### src/rtl/auth_pkg.sv
package auth_pkg;
    typedef enum logic [2:0] {
        ST_IDLE,
        ST_BIO,
        ST_REPLY,
        ST_BANK,
        ST_PIN
    } seq_state_e;

    localparam logic [3:0] KEY_ENTER = 4'hE;
    localparam logic [3:0] KEY_MAXDIG = 4'd9;
endpackage

### src/rtl/pin_shift.sv
module pin_shift #(
    parameter int DIGITS = 4,
    localparam int W = DIGITS * 4
) (
    input  logic         clk,
    input  logic         rst_n,
    input  logic         clr_i,
    input  logic         shift_i,
    input  logic [3:0]   digit_i,
    input  logic [W-1:0] ref_i,
    output logic         match_o
);
    typedef struct packed {
        logic [W-1:0] digits;
    } shift_t;

    shift_t s_d, s_q;

    always_comb begin
        s_d = s_q;
        if (clr_i) begin
            s_d.digits = '0;
        end else if (shift_i) begin
            s_d.digits = (s_q.digits << 4) | W'(digit_i);
        end
    end

    always_ff @(posedge clk or negedge rst_n) begin
        if (!rst_n) s_q <= '0;
        else        s_q <= s_d;
    end

    assign match_o = (s_q.digits == ref_i);

    // a clear empties the entry on the following cycle
    a_r6_clear_empties: assert property (@(posedge clk) disable iff (!rst_n)
        clr_i |=> (s_q.digits == '0));
endmodule

### src/rtl/reply_timer.sv
module reply_timer #(
    parameter int CNT_W = 16
) (
    input  logic             clk,
    input  logic             rst_n,
    input  logic             start_i,
    input  logic             run_i,
    input  logic [CNT_W-1:0] limit_i,
    output logic             expire_o
);
    typedef struct packed {
        logic [CNT_W-1:0] cnt;
    } tmr_t;

    tmr_t t_d, t_q;
    logic [CNT_W:0] lim_eff;

    assign lim_eff = (limit_i == '0) ? (CNT_W+1)'(1) : {1'b0, limit_i};

    always_comb begin
        t_d = t_q;
        if (start_i)    t_d.cnt = '0;
        else if (run_i) t_d.cnt = t_q.cnt + 1'b1;
    end

    always_ff @(posedge clk or negedge rst_n) begin
        if (!rst_n) t_q <= '0;
        else        t_q <= t_d;
    end

    assign expire_o = run_i && (({1'b0, t_q.cnt} + 1'b1) >= lim_eff);

    // the controller leaves the wait before the count passes the limit
    a_r4_count_in_window: assert property (@(posedge clk) disable iff (!rst_n)
        run_i |-> ({1'b0, t_q.cnt} < lim_eff));
endmodule

### src/rtl/buzz_timer.sv
module buzz_timer #(
    parameter int CYCLES = 8,
    localparam int CW = $clog2(CYCLES + 1)
) (
    input  logic clk,
    input  logic rst_n,
    input  logic start_i,
    output logic buzz_o
);
    typedef struct packed {
        logic [CW-1:0] cnt;
    } bz_t;

    bz_t b_d, b_q;

    always_comb begin
        b_d = b_q;
        if (start_i)            b_d.cnt = CW'(CYCLES);
        else if (b_q.cnt != '0) b_d.cnt = b_q.cnt - 1'b1;
    end

    always_ff @(posedge clk or negedge rst_n) begin
        if (!rst_n) b_q <= '0;
        else        b_q <= b_d;
    end

    assign buzz_o = (b_q.cnt != '0);

    // a start turns the buzzer on in the next cycle
    a_r8_buzz_starts: assert property (@(posedge clk) disable iff (!rst_n)
        start_i |=> buzz_o);
endmodule

### src/rtl/card_auth_seq.sv
module card_auth_seq
    import auth_pkg::*;
#(
    parameter int DIGITS      = 4,
    parameter int BANK_W      = 2,
    parameter int NUM_BANKS   = 3,
    parameter int MAX_TRIES   = 3,
    parameter int TMR_W       = 16,
    parameter int BUZZ_CYCLES = 8,
    localparam int CODE_W     = DIGITS * 4,
    localparam int TRY_W      = $clog2(MAX_TRIES + 1)
) (
    input  logic              clk,
    input  logic              rst_n,
    input  logic              card_i,
    input  logic              bio_done_i,
    input  logic              bio_ok_i,
    input  logic              reply_valid_i,
    input  logic [CODE_W-1:0] reply_code_i,
    input  logic [TMR_W-1:0]  timeout_i,
    input  logic              key_valid_i,
    input  logic [3:0]        key_code_i,
    output logic              otp_req_o,
    output logic              confirm_req_o,
    output logic [BANK_W-1:0] bank_sel_o,
    output logic              grant_o,
    output logic              cancel_o,
    output logic              blocked_o,
    output logic              buzzer_o
);
    typedef struct packed {
        seq_state_e        st;
        logic [CODE_W-1:0] code;
        logic [BANK_W-1:0] bank;
        logic [TRY_W-1:0]  tries;
        logic              bio_pass;
        logic              otp;
        logic              confirm;
        logic              grant;
        logic              cancel;
        logic              block;
    } ctl_t;

    ctl_t c_d, c_q;

    logic tmr_start, tmr_expire;
    logic pin_clr, pin_shift_en, pin_match;
    logic buzz_start;
    logic bank_key_ok;

    assign bank_key_ok = key_valid_i && (32'(key_code_i) < NUM_BANKS);

    always_comb begin
        c_d          = c_q;
        c_d.otp      = 1'b0;
        c_d.confirm  = 1'b0;
        c_d.grant    = 1'b0;
        c_d.cancel   = 1'b0;
        c_d.block    = 1'b0;
        tmr_start    = 1'b0;
        pin_clr      = 1'b0;
        pin_shift_en = 1'b0;
        buzz_start   = 1'b0;

        unique case (c_q.st)
            ST_IDLE: begin
                if (card_i) begin
                    c_d.st       = ST_BIO;
                    c_d.tries    = '0;
                    c_d.bio_pass = 1'b0;
                end
            end
            ST_BIO: begin
                if (bio_done_i) begin
                    if (bio_ok_i) begin
                        c_d.bio_pass = 1'b1;
                        c_d.st       = ST_BANK;
                    end else begin
                        c_d.otp   = 1'b1;
                        tmr_start = 1'b1;
                        c_d.st    = ST_REPLY;
                    end
                end
            end
            ST_REPLY: begin
                if (reply_valid_i) begin
                    c_d.code = reply_code_i;
                    c_d.st   = ST_BANK;
                end else if (tmr_expire) begin
                    c_d.block = 1'b1;
                    c_d.st    = ST_IDLE;
                end
            end
            ST_BANK: begin
                if (bank_key_ok) begin
                    c_d.bank = BANK_W'(key_code_i);
                    if (c_q.bio_pass) begin
                        c_d.grant   = 1'b1;
                        c_d.confirm = 1'b1;
                        c_d.st      = ST_IDLE;
                    end else begin
                        pin_clr = 1'b1;
                        c_d.st  = ST_PIN;
                    end
                end
            end
            ST_PIN: begin
                if (key_valid_i) begin
                    if (key_code_i <= KEY_MAXDIG) begin
                        pin_shift_en = 1'b1;
                    end else if (key_code_i == KEY_ENTER) begin
                        if (pin_match) begin
                            c_d.grant   = 1'b1;
                            c_d.confirm = 1'b1;
                            c_d.tries   = '0;
                            c_d.st      = ST_IDLE;
                        end else if (c_q.tries == TRY_W'(MAX_TRIES - 1)) begin
                            c_d.cancel = 1'b1;
                            buzz_start = 1'b1;
                            c_d.tries  = '0;
                            c_d.st     = ST_IDLE;
                        end else begin
                            c_d.tries = c_q.tries + 1'b1;
                            pin_clr   = 1'b1;
                        end
                    end
                end
            end
            default: c_d.st = ST_IDLE;
        endcase
    end

    always_ff @(posedge clk or negedge rst_n) begin
        if (!rst_n) begin
            c_q    <= '0;
            c_q.st <= ST_IDLE;
        end else begin
            c_q <= c_d;
        end
    end

    reply_timer #(.CNT_W(TMR_W)) u_tmr (
        .clk      (clk),
        .rst_n    (rst_n),
        .start_i  (tmr_start),
        .run_i    (c_q.st == ST_REPLY),
        .limit_i  (timeout_i),
        .expire_o (tmr_expire)
    );

    pin_shift #(.DIGITS(DIGITS)) u_pin (
        .clk     (clk),
        .rst_n   (rst_n),
        .clr_i   (pin_clr),
        .shift_i (pin_shift_en),
        .digit_i (key_code_i),
        .ref_i   (c_q.code),
        .match_o (pin_match)
    );

    buzz_timer #(.CYCLES(BUZZ_CYCLES)) u_buzz (
        .clk     (clk),
        .rst_n   (rst_n),
        .start_i (buzz_start),
        .buzz_o  (buzzer_o)
    );

    assign otp_req_o     = c_q.otp;
    assign confirm_req_o = c_q.confirm;
    assign bank_sel_o    = c_q.bank;
    assign grant_o       = c_q.grant;
    assign cancel_o      = c_q.cancel;
    assign blocked_o     = c_q.block;

    // outcomes are exclusive
    a_r11_one_outcome: assert property (@(posedge clk) disable iff (!rst_n)
        $onehot0({c_q.grant, c_q.cancel, c_q.block}));
    // a code request only follows a fingerprint wait
    a_r3_otp_after_bio: assert property (@(posedge clk) disable iff (!rst_n)
        c_q.otp |-> $past(c_q.st == ST_BIO));
    // a block only ends a reply wait that saw no reply
    a_r4_block_from_wait: assert property (@(posedge clk) disable iff (!rst_n)
        c_q.block |-> ($past(c_q.st == ST_REPLY) && !$past(reply_valid_i)));
    // cancel and buzzer rise together
    a_r8_cancel_buzzes: assert property (@(posedge clk) disable iff (!rst_n)
        c_q.cancel |-> buzzer_o);
    // wrong count stays below the limit
    a_r8_tries_bound: assert property (@(posedge clk) disable iff (!rst_n)
        32'(c_q.tries) < MAX_TRIES);
    // bank index stays in range
    a_r5_bank_range: assert property (@(posedge clk) disable iff (!rst_n)
        32'(c_q.bank) < NUM_BANKS);
    // a grant leaves no wrong count behind
    a_r9_clear_on_grant: assert property (@(posedge clk) disable iff (!rst_n)
        c_q.grant |-> (c_q.tries == '0));
endmodule

### config.mk
export PLATFORM = sky130hd
export DESIGN_NAME = card_auth_seq
export DESIGN_NICKNAME = d
export VERILOG_FILES = /design/src/rtl/auth_pkg.sv /design/src/rtl/pin_shift.sv /design/src/rtl/reply_timer.sv /design/src/rtl/buzz_timer.sv /design/src/rtl/card_auth_seq.sv
export SDC_FILE = /design/constraint.sdc
export NUM_CORES = 1
export LEC_CHECK = 0
export CORE_ASPECT_RATIO = 0.9
export CORE_MARGIN = 3
export CORE_UTILIZATION = 30
export CTS_CLUSTER_DIAMETER = 50
export DETAILED_ROUTE_END_ITERATION = 8
export GPL_ROUTABILITY_DRIVEN = 0
export GPL_TIMING_DRIVEN = 0
export PLACE_DENSITY = 0.51
export SLEW_MARGIN = 20
export SYNTH_ARGS = -nofsm -noshare
export SYNTH_HDL_FRONTEND = slang
export SYNTH_HIERARCHICAL = 1
export SYNTH_SLANG_ARGS = --single-unit
### constraint.sdc
create_clock -name clk -period 4.1 [get_ports clk]
set_input_delay 0.615 -clock clk [delete_from_list [all_inputs] [get_ports clk]]
set_output_delay 0.615 -clock clk [all_outputs]
set_load 0.005 [all_outputs]
# [Yosys cells after proc, flatten, opt, wreduce, memory -nomap -nowiden]
# Cells that the tools add are included.
[word_totals] regBits=65 out_inout_bits=8 wordCells=114
[op_classes] n_addsub=4 order_cmp=3 eq_ne=16 mux=62 bitwise_logic=1 n_reduce_logical=15
[op_table] operator="two-way mux 16 bit" count=5
[op_table] operator="two-way mux 3 bit" count=15
[op_table] operator="two-way mux 1 bit" count=26
[op_table] operator="two-way mux 2 bit" count=9
[op_table] operator="adder 16 x 1 -> 17 bit, second input constant" count=1
[op_table] operator="greater-or-equal comparator 17 bit" count=1
[op_table] operator="adder 16 x 1 -> 16 bit, second input constant" count=1
[op_table] operator="equality test 16 bit" count=1
[op_table] operator="logical NOT 16 bit" count=1
[op_table] operator="bitwise OR 16 x 4 -> 16 bit" count=1
[op_table] operator="case mux 3 bit (5 select lines)" count=1
[op_table] operator="inequality test 2 bit, second input constant" count=7
[op_table] operator="nonzero test 2 bit" count=5
[op_table] operator="two-way mux 4 bit" count=2
[op_table] operator="case mux 2 bit (2 select lines)" count=2
[op_table] operator="AND reduction 8 bit" count=1
[op_table] operator="equality test 3 x 2 -> 1 bit, second input constant" count=2
[op_table] operator="inequality test 3 bit, second input constant" count=2
[op_table] operator="AND reduction 5 bit" count=1
[op_table] operator="equality test 4 bit, second input constant" count=1
[op_table] operator="less-or-equal comparator 4 bit, second input constant" count=1
[op_table] operator="< comparator 4 x 2 -> 1 bit, second input constant" count=1
[op_table] operator="case mux 1 bit (2 select lines)" count=2
[op_table] operator="AND reduction 2 bit" count=2
[op_table] operator="9 further kinds" count=10

# [Depth between registers and ports, before layout]
# Gate-level depths: netlist of run 1.
[depth] word_depth=8 ltp_mapped=16 depth_no_buf=15

# [Modules after synthesis]
# The synthesis of run 1 kept the hierarchy.
[modules_own_cells] module="reply_timer" n_inst=1 cells_each=169 area_each_um2=1390.1
[modules_own_cells] module="card_auth_seq" n_inst=1 cells_each=104 area_each_um2=1340.0
[modules_own_cells] module="pin_shift" n_inst=1 cells_each=73 area_each_um2=833.3
[modules_own_cells] module="buzz_timer" n_inst=1 cells_each=20 area_each_um2=217.7

# [Worst setup path before layout of run 1]
# OpenSTA, ideal clock, no wires.
[synth_path] path_type="register to register" from="register u_tmr/t_q[0] in the netlist's numbering" to="register c_q[26] in the netlist's numbering" arrival_time_ns=2.761 setup_slack_ns=1.212 path_stages_with_launch=17 synth_period_minus_slack_ns=2.888 path_cell_list="dfrtp_1 > ha_1 > and3_1 > and3_1 > buf_2 > nand4_1 > xnor2_1 > ha_1 > a21o_1 > a21oi_1 > o31ai_1 > nand2_1 > o21ai_0 > nor4_1 > a31oi_1 > nand2_1 > mux2_1"
[synth_between] elab_chain_len=5
[synth_lines] element="start, declared" line_no="reply_timer.sv:15" rtl="tmr_t t_d, t_q;"
[synth_lines] element="start signal, assigned" line_no="reply_timer.sv:28" rtl="else t_q <= t_d;"
[synth_lines] element="adder 16 x 1 -> 17 bit" line_no="reply_timer.sv:31" rtl="assign expire_o = run_i && (({1'b0, t_q.cnt} + 1'b1) >= lim_eff);"
[synth_lines] element="greater-or-equal comparator 17 bit" line_no="reply_timer.sv:31"
[synth_lines] element="logical AND 1 bit" line_no="reply_timer.sv:31"
[synth_lines] element="via tmr_expire" line_no="card_auth_seq.sv:46" rtl="logic tmr_start, tmr_expire;"
[synth_lines] element="inequality test 3 bit (no line)"
[synth_lines] element="AND reduction 8 bit (no line)"
[synth_lines] element="end, declared" line_no="card_auth_seq.sv:44" rtl="ctl_t c_d, c_q;"
# The timed path passes the listed nets, and every way through them passes these cells.
# A chain may end at the register's enable or synchronous reset.

# [Worst setup path after layout of run 1]
# Ends and elaborated chain as after synthesis.

==> results.py, run 1 <==
metrics = {
    "route": {
        "via_count": 2732,
        "wl_per_cell_um": 13.7,
        "wl_um": 8090,
        "viasPerCell": 4.62,
        "drt_iter0_drc": 97,
        "first_pass_iters": 4,
        "ant_nets": 0,
        "drc": 0,
    },
    "yosys": {
        "synth_top_family_by_area": "simple AND/OR/NAND/NOR gates",
        "synth_edf_count": 0,
        "yosysWarnings": 6,
        "synthTopCellsByCount": "dfrtp_1 (64), nor2_1 (40), nand2_1 (23), xnor2_1 (23), inv_1 (20)",
        "synth_most_common_cell": "dfrtp_1",
        "synth_compound_area_frac": 0.0678,
        "ys_ff_latch": 64,
        "async_reset_ff_frac": 1.00,
        "syn_inst": 366,
        "synth_ff_type": "dfrtp_1",
        "synth-simple-area-share": 0.176,
        "synth_nets": 427,
        "synth_xor_area_frac": 0.0993,
        "yosysTopAreaCell": "dfrtp_1",
        "synthDistinctLibCells": 52,
        "yosys-top-cells-area": "dfrtp_1 (42%), ha_1 (6.0%), xnor2_1 (5.3%)",
        "netlist_area_um2": 3780,
        "yosys.area.top_type_share": 0.424,
        "synthMuxAreaShare": 0.118,
        "synth.avg_cell_area_um2": 10.3,
        "seq_area_frac_synth": 0.424,
        "synthAdderAreaFrac": 0.0596,
    },
    "finish": {
        "syn_to_final_growth_pct": 27.4,
        "antenna_cells": 0,
        "nets": 489,
        "drive_above_1_share": 0.132,
    },
    "pwr": {
        "power_frac_seq": 0.369,
        "p_comb_frac": 0.336,
        "swShare": 0.305,
        "p_leak_uw": 0.00217,
        "p_clk_frac": 0.295,
        "net-switching-power_uw": 820,
        "vdd_drop_max_uv": 221,
        "cellPowerDensity_nw_per_um2": 558,
        "cellInternalPower_uw": 1870,
    },
    "timing": {
        "fmax_mhz": 291,
        "slew_viol_final": 0,
        "slew_headroom": 0.578,
        "finalCritPeriodShare": 0.838,
        "hold_ws_ps": 140,
        "clock_skew_ps": 3.57,
        "setup_viol": 0,
        "fin_setup_tns_ps": 0,
        "worst_pin_slew_ps": 628,
        "hold_violations": 0,
        "rsz0062_at_grt": "no",
        "finalCriticalPeriod_ps": 3440,
    },
    "placement": {
        "dpl.hpwl_um": 6150,
        "portBuffers": 50,
    },
    "die": {
        "io_pins": 51,
        "start_util": 0.311,
        "num_rows": 38,
        "die_height_um": 113,
        "die_x_um": 124,
        "core_um2": 12200,
        "die_area_um2": 14000,
    },
    "clock_tree": {
        "root_buffer": "clkbuf_16",
        "cts_max_path_buffers": 2,
        "clk_latency_ps": 320,
        "cts_tree": "built",
        "cts_buffers": 9,
        "htree_levels": 3,
        "cts_resized": 0,
        "clkSinkCount": 64,
        "hold_buffers": 0,
        "post-cts-setup-buffer-count": 0,
        "path_clk_slew_ps": 50,
    },
    "global_routing": {
        "antenna_found_initial": 0,
        "grt_pass1_wl_um": 13800,
        "grt_overflow_total": 0,
        "grt_pass1_vias": 2764,
        "grtUsageTotal": 0.122,
        "grt_max_degree": 53,
    },
    "setup_path": {
        "r2r_setup_slack_ps": 660,
        "cp.arrival_ps": 3640,
        "r2r-end": "c_q[26]",
        "cp_max_fo": 6,
        "rr_worst_depth": 15,
        "cp-start-kind": "flop",
        "timing.rr.start": "u_tmr/t_q[0]",
        "end_kind": "flop",
        "path_class": "flop to flop",
        "cp.required_ps": 4300,
    },
    "worst_hold_path": {
        "holdCritPathClass": "primary input to async pin",
    },
    "run_status": {
        "outcome": "completed",
    },
    "flow_run": {
        "cap_viol_max_count": 0,
    },
}
[area by class of cell]
class / count / area [um2]
fill: 1237 / 7360
clock buffer: 10 / 239
timing repair buffer: 51 / 526
sequential: 64 / 1600
buffer: 18 / 134
tap: 160 / 200
multi-input combinational: 264 / 1970
inverter: 20 / 75.1
clock inverter: 4 / 70.1
[worst max-delay path by stage]
| stage | start | to | cells past startpoint |
|---|---|---|---|
| after global placement | rst_n | u_pin/s_q[6] | 1 |
| after global routing | u_tmr/t_q[0] | c_q[26] | 15 |
| after CTS | u_tmr/t_q[0] | c_q[26] | 15 |
| final | u_tmr/t_q[0] | c_q[26] | 15 |
| after floorplan | u_tmr/t_q[0] | c_q[26] | 16 |
| after detailed placement | timeout_i[4] | c_q[26] | 13 |
[layout by cell type (no fill, tap or decap), drive strengths merged, types with 2 or more instances in the layout]
cell type      Yosys  routed
dfrtp             64      64
clkdlybuf4s50      0      49
nor2              41      41
xnor2             24      24
nand2             23      23
inv               20      20
mux2              20      20
mux2i             18      18
ha                18      18
xor2              18      18
buf               15      17
a21oi             14      14
clkbuf             3      13
nand4             10      10
o21ai             10      10
and3              10      10
nand3              7       7
nor4               6       6
nor2b              5       5
nor3               5       5
nand2b             4       4
o31ai              3       3
or3                3       3
a211oi             2       2
and2b              2       2
o22ai              2       2
nor4b              2       2
a31oi              2       2
bufinv             0       2
clkinv             0       2
a21o               2       2
[critical path, stage by stage, from the launching register on]
cell and delay (ps):
dfrtp_1 410, ha_1 250, and3_1 230, and3_1 170, buf_2 160, nand2_1 80
xnor2_1 150, ha_1 310, nand2_1 90, nor4_1 290, a221oi_1 120, o21ai_0 340
nor4_1 110, a31oi_1 200, nand2_1 90, mux2_1 310
[logic make-up after synthesis]
logic type | after synthesis
simple gates | 125
flops | 64
xor+xnor | 42
compound gates | 41
buf+inv | 38
mux | 38
fa+ha+maj | 18
[stage by stage]
| step | area [um2] | power, uW | worst slack, ps | util | cells |
|---|---|---|---|---|---|
| 6_report | 4820 | 2690 | 664 | 0.396 | 591 |
| 5_1_grt | 4820 | 2890 | 200 | 0.396 | 591 |
| 3_5_place_dp | 4510 | 1910 | 464 | 0.370 | 577 |
| 3_3_place_gp | 4480 | 1890 | 90.1 | 0.368 | 576 |
| 4_1_cts | 4820 | 2730 | 662 | 0.396 | 591 |
| 2_1_floorplan | 3780 | 1650 | 1210 | - | 366 |
[power groups by stage]
stage,clock network (uW),logic [uW],registers (uW)
floorplan,0,692,956
global placement,0,887,999
detailed placement,0,908,1000
CTS,821,916,995
global route,851,1020,1020
finish,793,903,992
[metal layers]
layer / track usage / part of all wire / vias up
met5: 0 / 0 / -
met4: 0.0438 / 0.015 / 0
met3: 0.0300 / 0.036 / 8
met2: 0.178 / 0.43 / 47
met1: 0.177 / 0.52 / 1286
li1: - / - / 1391
[state kept, by name, indices dropped and copies added (netlist names), 2 cells and up]
signal	cells
c_q	22
u_tmr/t_q	16
bank_sel_o	2
u_buzz/b_q	4
u_pin/s_q	16
(Power assumes the default switching activity.)
==> run 2: changes to the inputs <==
--- a/config.mk
+++ b/config.mk
@@ -12,7 +12,7 @@
 export DETAILED_ROUTE_END_ITERATION = 8
 export GPL_ROUTABILITY_DRIVEN = 0
 export GPL_TIMING_DRIVEN = 0
-export PLACE_DENSITY = 0.51
+export PLACE_DENSITY = 0.53
 export SLEW_MARGIN = 20
 export SYNTH_ARGS = -nofsm -noshare
 export SYNTH_HDL_FRONTEND = slang
==> constraint.sdc (replaced) <==
create_clock -name clk -period 3.12 [get_ports clk]
set_input_delay 0.468 -clock clk [delete_from_list [all_inputs] [get_ports clk]]
set_output_delay 0.468 -clock clk [all_outputs]
set_load 0.005 [all_outputs]
==> results.py, run 2 (synthesis gave the netlist of run 1 again) <==
metrics = {
    "placement": {
        "dpl.hpwl_um": 6150,
        "pre_cts_slack_ps": -518,
        "dpl_cell_area_um2": 4510,
        "portBuffers": 50,
    },
    "route": {
        "wl_met3_um": 260,
        "wl_um": 8100,
        "wl_per_cell_um": 13.5,
        "first_pass_iters": 4,
        "highest_layer": "met4",
        "drc": 0,
        "drt_iter0_drc": 119,
        "ant_nets": 0,
        "viasPerCell": 4.67,
        "via_count": 2803,
        "met2WireLength_um": 3620,
        "wl_met1_um": 4120,
    },
    "clock_tree": {
        "htree_levels": 3,
        "cts_max_path_buffers": 2,
        "clkSinkCount": 64,
        "clk_latency_ps": 320,
        "cts_buffers": 9,
        "path_clk_slew_ps": 50,
        "root_buffer": "clkbuf_16",
        "cts_tree": "built",
        "hold_buffers": 0,
    },
    "finish": {
        "top_regs": "c_q: 22 flops, u_pin/s_q: 16 flops, u_tmr/t_q: 16 flops",
        "layout_commonest_cell": "dfrtp_1",
        "largest_reg_flops": 22,
        "syn_to_final_growth_pct": 32.1,
        "antenna_cells": 0,
        "largest_register": "c_q",
        "final_util": 0.410,
        "layout_common_cells": "dfrtp_1 (62), clkdlybuf4s50_1 (49), nor2_1 (40), xnor2_1 (21), inv_1 (20)",
        "nets": 496,
        "drive_above_1_share": 0.202,
        "finish.instance_area_um2": 5000,
    },
    "timing": {
        "slew_viol_final": 0,
        "hold_violations": 0,
        "slew_headroom": 0.591,
        "setup_viol": 0,
        "hold_ws_ps": 11.7,
        "clock_skew_ps": 6.19,
        "fmax_mhz": 333,
        "finalCritPeriodShare": 0.961,
        "rsz0062_at_grt": "yes",
        "worst_slack_ps": 121,
        "fin_setup_tns_ps": 0,
        "worst_pin_slew_ps": 608,
        "finalCriticalPeriod_ps": 3000,
    },
    "die": {
        "start_util": 0.311,
        "io_pins": 51,
        "die_height_um": 113,
        "core_um2": 12200,
        "die_x_um": 124,
        "die_area_um2": 14000,
        "num_rows": 38,
    },
    "global_routing": {
        "grt_overflow_total": 0,
        "grtUsageTotal": 0.120,
        "grt_pass1_vias": 2820,
        "grt_pass1_wl_um": 13900,
        "grt_max_degree": 48,
        "antenna_found_initial": 0,
    },
    "setup_path": {
        "path_cells": "ha_4, and3_4, and3_4, buf_6, nand2_4, xnor2_2, ha_1, nand2_2, nor4_4, a221oi_2, o21ai_2, nor4_2, a31oi_1, nand2_1, mux2_4",
        "end_kind": "flop",
        "cp_slowest_cell": "dfrtp_1",
        "crit_top_cell": "and3_4",
        "cp_max_fo": 4,
        "cp.required_ps": 3320,
        "cp_slowest_stage_delay_ps": 420,
        "path_class": "flop to flop",
        "cp.arrival_ps": 3200,
        "cp-start-kind": "flop",
    },
    "pwr": {
        "cellPowerDensity_nw_per_um2": 715,
        "p_leak_uw": 0.00225,
        "vdd_drop_max_uv": 249,
    },
    "run_status": {
        "outcome": "completed",
    },
    "worst_hold_path": {
        "holdCritPathClass": "primary input to async pin",
    },
    "flow_run": {
        "cap_viol_max_count": 0,
    },
}
## run 2: cell count changes in the layout (fill, tap and decap cells not counted), sizes merged
| cell | delta |
|---|---|
| buf | +7 |
| clkinv | +1 |
| clkinvlp | +2 |
| bufinv | -1 |
## run 2: path summary, 6_finish.rpt
check | from | endpoint | slack (ps) | cells past startpoint
setup / recovery | u_tmr/t_q[0] | c_q[26] | 120 | 15
hold / removal | rst_n | c_q[12] | 10 | 1
setup reg to reg | u_tmr/t_q[0] | c_q[26] | 120 | 15
hold reg to reg | c_q[7] | c_q[6] | 490 | 1
max in group asynchronous | rst_n | u_tmr/t_q[6] | 2580 | 2
min in group clk | c_q[7] | c_q[6] | 490 | 1
## run 2: cell type report
class / count / area, um2
fill: 1215 / 7180
buffer: 18 / 140
tap: 160 / 200
sequential: 64 / 1600
multi-input combinational: 264 / 2110
clock inverter: 6 / 60.1
clock buffer: 10 / 229
inverter: 20 / 75.1
timing repair buffer: 58 / 578
## run 2: critical path: cells and delay by family (launching register included)
family	cells	cell delay [ps]
xor+xnor	1	140
buf+inv	1	110
flops	1	420
compound gates	3	510
simple gates	7	940
mux	1	290
fa+ha+maj	2	470
## run 2: power by group
part           switching [uW]  internal [uW]  leakage (uW)
logic                     556            748       0.00128
clock network             351            613      0.000138
registers                 230           1070      0.000833
## run 2: through the flow
stage | instances | total power [uW]
final | 600 | 3570
after CTS | 596 | 3550
after global routing | 600 | 3820
after global placement | 576 | 2480
after detailed placement | 577 | 2510
after floorplan | 366 | 2170
## run 2: repair_timing
| item | in CTS | in global routing |
|---|---|---|
| endpoints found under the setup margin | 2 | 1 |
| pin swaps | 4 | 15 |
| buffers inserted | 3 | 4 |
| resized for setup | 11 | 23 |
## run 2: layer usage
metal,global-route usage,up-vias
li1,-,1412
met1,0.174,1334
met2,0.178,50
met3,0.0214,7
met4,0.0460,0
met5,0,-
==> run 3: changes to the inputs <==
--- a/config.mk
+++ b/config.mk
@@ -5,14 +5,15 @@
 export SDC_FILE = /design/constraint.sdc
 export NUM_CORES = 1
 export LEC_CHECK = 0
-export CORE_ASPECT_RATIO = 0.9
+export ABC_AREA = 1
+export CORE_ASPECT_RATIO = 0.8
 export CORE_MARGIN = 3
 export CORE_UTILIZATION = 30
 export CTS_CLUSTER_DIAMETER = 50
 export DETAILED_ROUTE_END_ITERATION = 8
 export GPL_ROUTABILITY_DRIVEN = 0
 export GPL_TIMING_DRIVEN = 0
-export PLACE_DENSITY = 0.53
+export PLACE_DENSITY = 0.52
 export SLEW_MARGIN = 20
 export SYNTH_ARGS = -nofsm -noshare
 export SYNTH_HDL_FRONTEND = slang
==> results.py, run 3 <==
metrics = {
    "run_status": {
        "outcome": "completed",
    },
    "finish": {
        "layout_common_cells": "nand2_1 (170), inv_1 (74), dfrtp_1 (61), clkdlybuf4s50_1 (48), nand3_1 (35)",
        "largest_register": "c_q",
        "seqCellArea_um2": 1610,
        "multiInputGateArea_um2": 2130,
        "nets": 660,
        "antenna_cells": 0,
        "syn_to_final_growth_pct": 27.0,
        "nFillCells": 1315,
        "drive_above_1_share": 0.142,
        "top_regs": "c_q: 22 flops, u_pin/s_q: 16 flops, u_tmr/t_q: 16 flops",
        "finalNonFillerCells": 779,
        "largest_reg_flops": 22,
        "layout_commonest_cell": "nand2_1",
    },
    "die": {
        "die_height_um": 111,
        "core_um2": 13100,
        "start_util": 0.313,
        "die_area_um2": 15100,
        "io_pins": 51,
        "num_rows": 37,
        "die_x_um": 137,
    },
    "clock_tree": {
        "cts_max_path_buffers": 2,
        "clk_latency_ps": 330,
        "clkSinkCount": 64,
        "path_clk_slew_ps": 60,
        "cts_tree": "built",
        "root_buffer": "clkbuf_16",
        "cts_buffers": 9,
        "htree_levels": 3,
    },
    "setup_path": {
        "path_class": "flop to flop",
        "cp_slowest_stage_delay_ps": 420,
        "cp_max_fo": 3,
        "cp.required_ps": 3340,
        "crit_top_cell": "nand2_1",
        "cp_top_family": "simple AND/OR/NAND/NOR gates",
        "r2r_setup_slack_ps": 240,
        "path_cells": "nand3_2, nor2_2, nand2_2, inv_2, nand3_1, nand2_1, inv_1, ha_1, nand2_1, inv_1, nand2_1, nor3_2, nand2_1, inv_1, nand2_1, a21oi_2, nor2_1, nand4_1, nand2_1, nor2_2, nand2_1, nand2_1, nand2_1",
        "cp-start-kind": "flop",
        "cp_slowest_cell": "dfrtp_1",
        "cp_num_buf_inv": 4,
        "end_kind": "flop",
        "cp.arrival_ps": 3100,
    },
    "route": {
        "ant_nets": 0,
        "drc": 0,
        "via_count": 3561,
        "first_pass_iters": 5,
        "wl_per_cell_um": 13.2,
        "drt_iter0_drc": 214,
        "viasPerCell": 4.57,
        "wl_um": 10300,
    },
    "timing": {
        "worst_pin_slew_ps": 794,
        "clock_skew_ps": 8.23,
        "slew_viol_final": 0,
        "fmax_mhz": 347,
        "slew_headroom": 0.465,
        "finalCriticalPeriod_ps": 2880,
        "setup_viol": 0,
        "rsz0062_at_grt": "no",
        "finalCritPeriodShare": 0.923,
        "hold_violations": 0,
    },
    "yosys": {
        "yosysTopAreaCell": "dfrtp_1",
        "async_reset_ff_frac": 1.00,
        "ys_ff_latch": 64,
        "netlist_area_um2": 4100,
        "synth_most_common_cell": "nand2_1",
        "seq_area_frac_synth": 0.390,
        "synth_ff_type": "dfrtp_1",
        "yosysWarnings": 6,
        "yosys.area.top_type_share": 0.390,
        "synthDistinctLibCells": 38,
        "synth_edf_count": 0,
        "synth_nets": 597,
        "yosys-top-cells-area": "dfrtp_1 (39%), nand2_1 (16%), inv_1 (6.8%)",
        "syn_inst": 536,
        "synthTopCellsByCount": "nand2_1 (170), inv_1 (74), dfrtp_1 (64)",
        "synth.avg_cell_area_um2": 7.66,
    },
    "placement": {
        "place_inst": 761,
        "dpl.hpwl_um": 7810,
        "portBuffers": 49,
    },
    "global_routing": {
        "grt_pass1_wl_um": 17200,
        "grtUsageTotal": 0.141,
        "grt_pass1_vias": 3480,
        "antenna_found_initial": 0,
        "grt_max_degree": 55,
        "grt_overflow_total": 0,
    },
    "pwr": {
        "cellPowerDensity_nw_per_um2": 738,
        "finalPower_uw": 3850,
        "vdd_drop_max_uv": 328,
        "p_leak_uw": 0.00261,
    },
    "flow_run": {
        "cap_viol_max_count": 0,
    },
    "worst_hold_path": {
        "holdCritPathClass": "flop to flop",
    },
}
==> run 3: worst paths after layout <==
kind / end / depth (start not counted) / startpoint
max: c_q[26] / 23 / u_tmr/t_q[1]
min: u_pin/s_q[15] / 2 / u_pin/s_q[15]
max reg2reg: c_q[26] / 23 / u_tmr/t_q[1]
min reg2reg: u_pin/s_q[15] / 2 / u_pin/s_q[15]
max in group asynchronous: u_tmr/t_q[10] / 3 / rst_n
min in group asynchronous: c_q[10] / 2 / rst_n
==> run 3: per-layer routing <==
| metal | vias to the layer above | global-route usage | wire (um) | share of wire |
|---|---|---|---|---|
| met5 | - | 0 | 0 | 0 |
| met4 | 0 | 0.0356 | 113 | 0.011 |
| met3 | 10 | 0.0346 | 471 | 0.046 |
| met2 | 72 | 0.211 | 4620 | 0.45 |
| met1 | 1649 | 0.204 | 5090 | 0.49 |
| li1 | 1830 | - | - | - |
==> run 3: cells by family after synthesis <==
| group | after synthesis | synth area share |
|---|---|---|
| xor+xnor | 20 | 0.0445 |
| flops | 64 | 0.390 |
| fa+ha+maj | 18 | 0.0549 |
| simple gates | 297 | 0.346 |
| compound gates | 40 | 0.0579 |
| buf+inv | 97 | 0.107 |
==> run 3: cell type report <==
cell class	count	area share
clock inverter	2	0.00240
tap	175	0.0420
inverter	85	0.0612
multi-input combinational	375	0.409
clock buffer	14	0.0526
sequential	64	0.308
timing repair buffer	52	0.102
buffer	12	0.0228
==> run 3: tightest hold or removal path, delay by kind of cell, from the launching register on <==
kind,cells,cell delay (ps)
DFF,1,350
and+or+nand+nor,2,110
==> run 3: per-stage QoR <==
stage / cell area [um2] / utilization / hold WS [ps] / setup slack, ps / TNS [ps]
after floorplan: 4100 / - / 172 / 521 / 0
after global placement: 4810 / 0.367 / 483 / -755 / -48200
after detailed placement: 4840 / 0.369 / 329 / -137 / -356
after CTS: 5150 / 0.393 / 498 / 1.14 / 0
after global routing: 5210 / 0.398 / 514 / 20.1 / 0
final: 5210 / 0.398 / 494 / 239 / 0
==> run 3: report_power, final <==
group / total [uW] / switching [uW] / internal [uW]
Clock: 954 / 353 / 602
Sequential: 1370 / 261 / 1100
Combinational: 1530 / 871 / 656
==> run 3: timing repair <==
item                                    CTS  global route
endpoints found under the hold margin    10             0
buffers inserted                          0             1
gates resized for setup                   3            11
hold buffers                              1             0
endpoints found under the setup margin    3             3
cloned                                    0             0
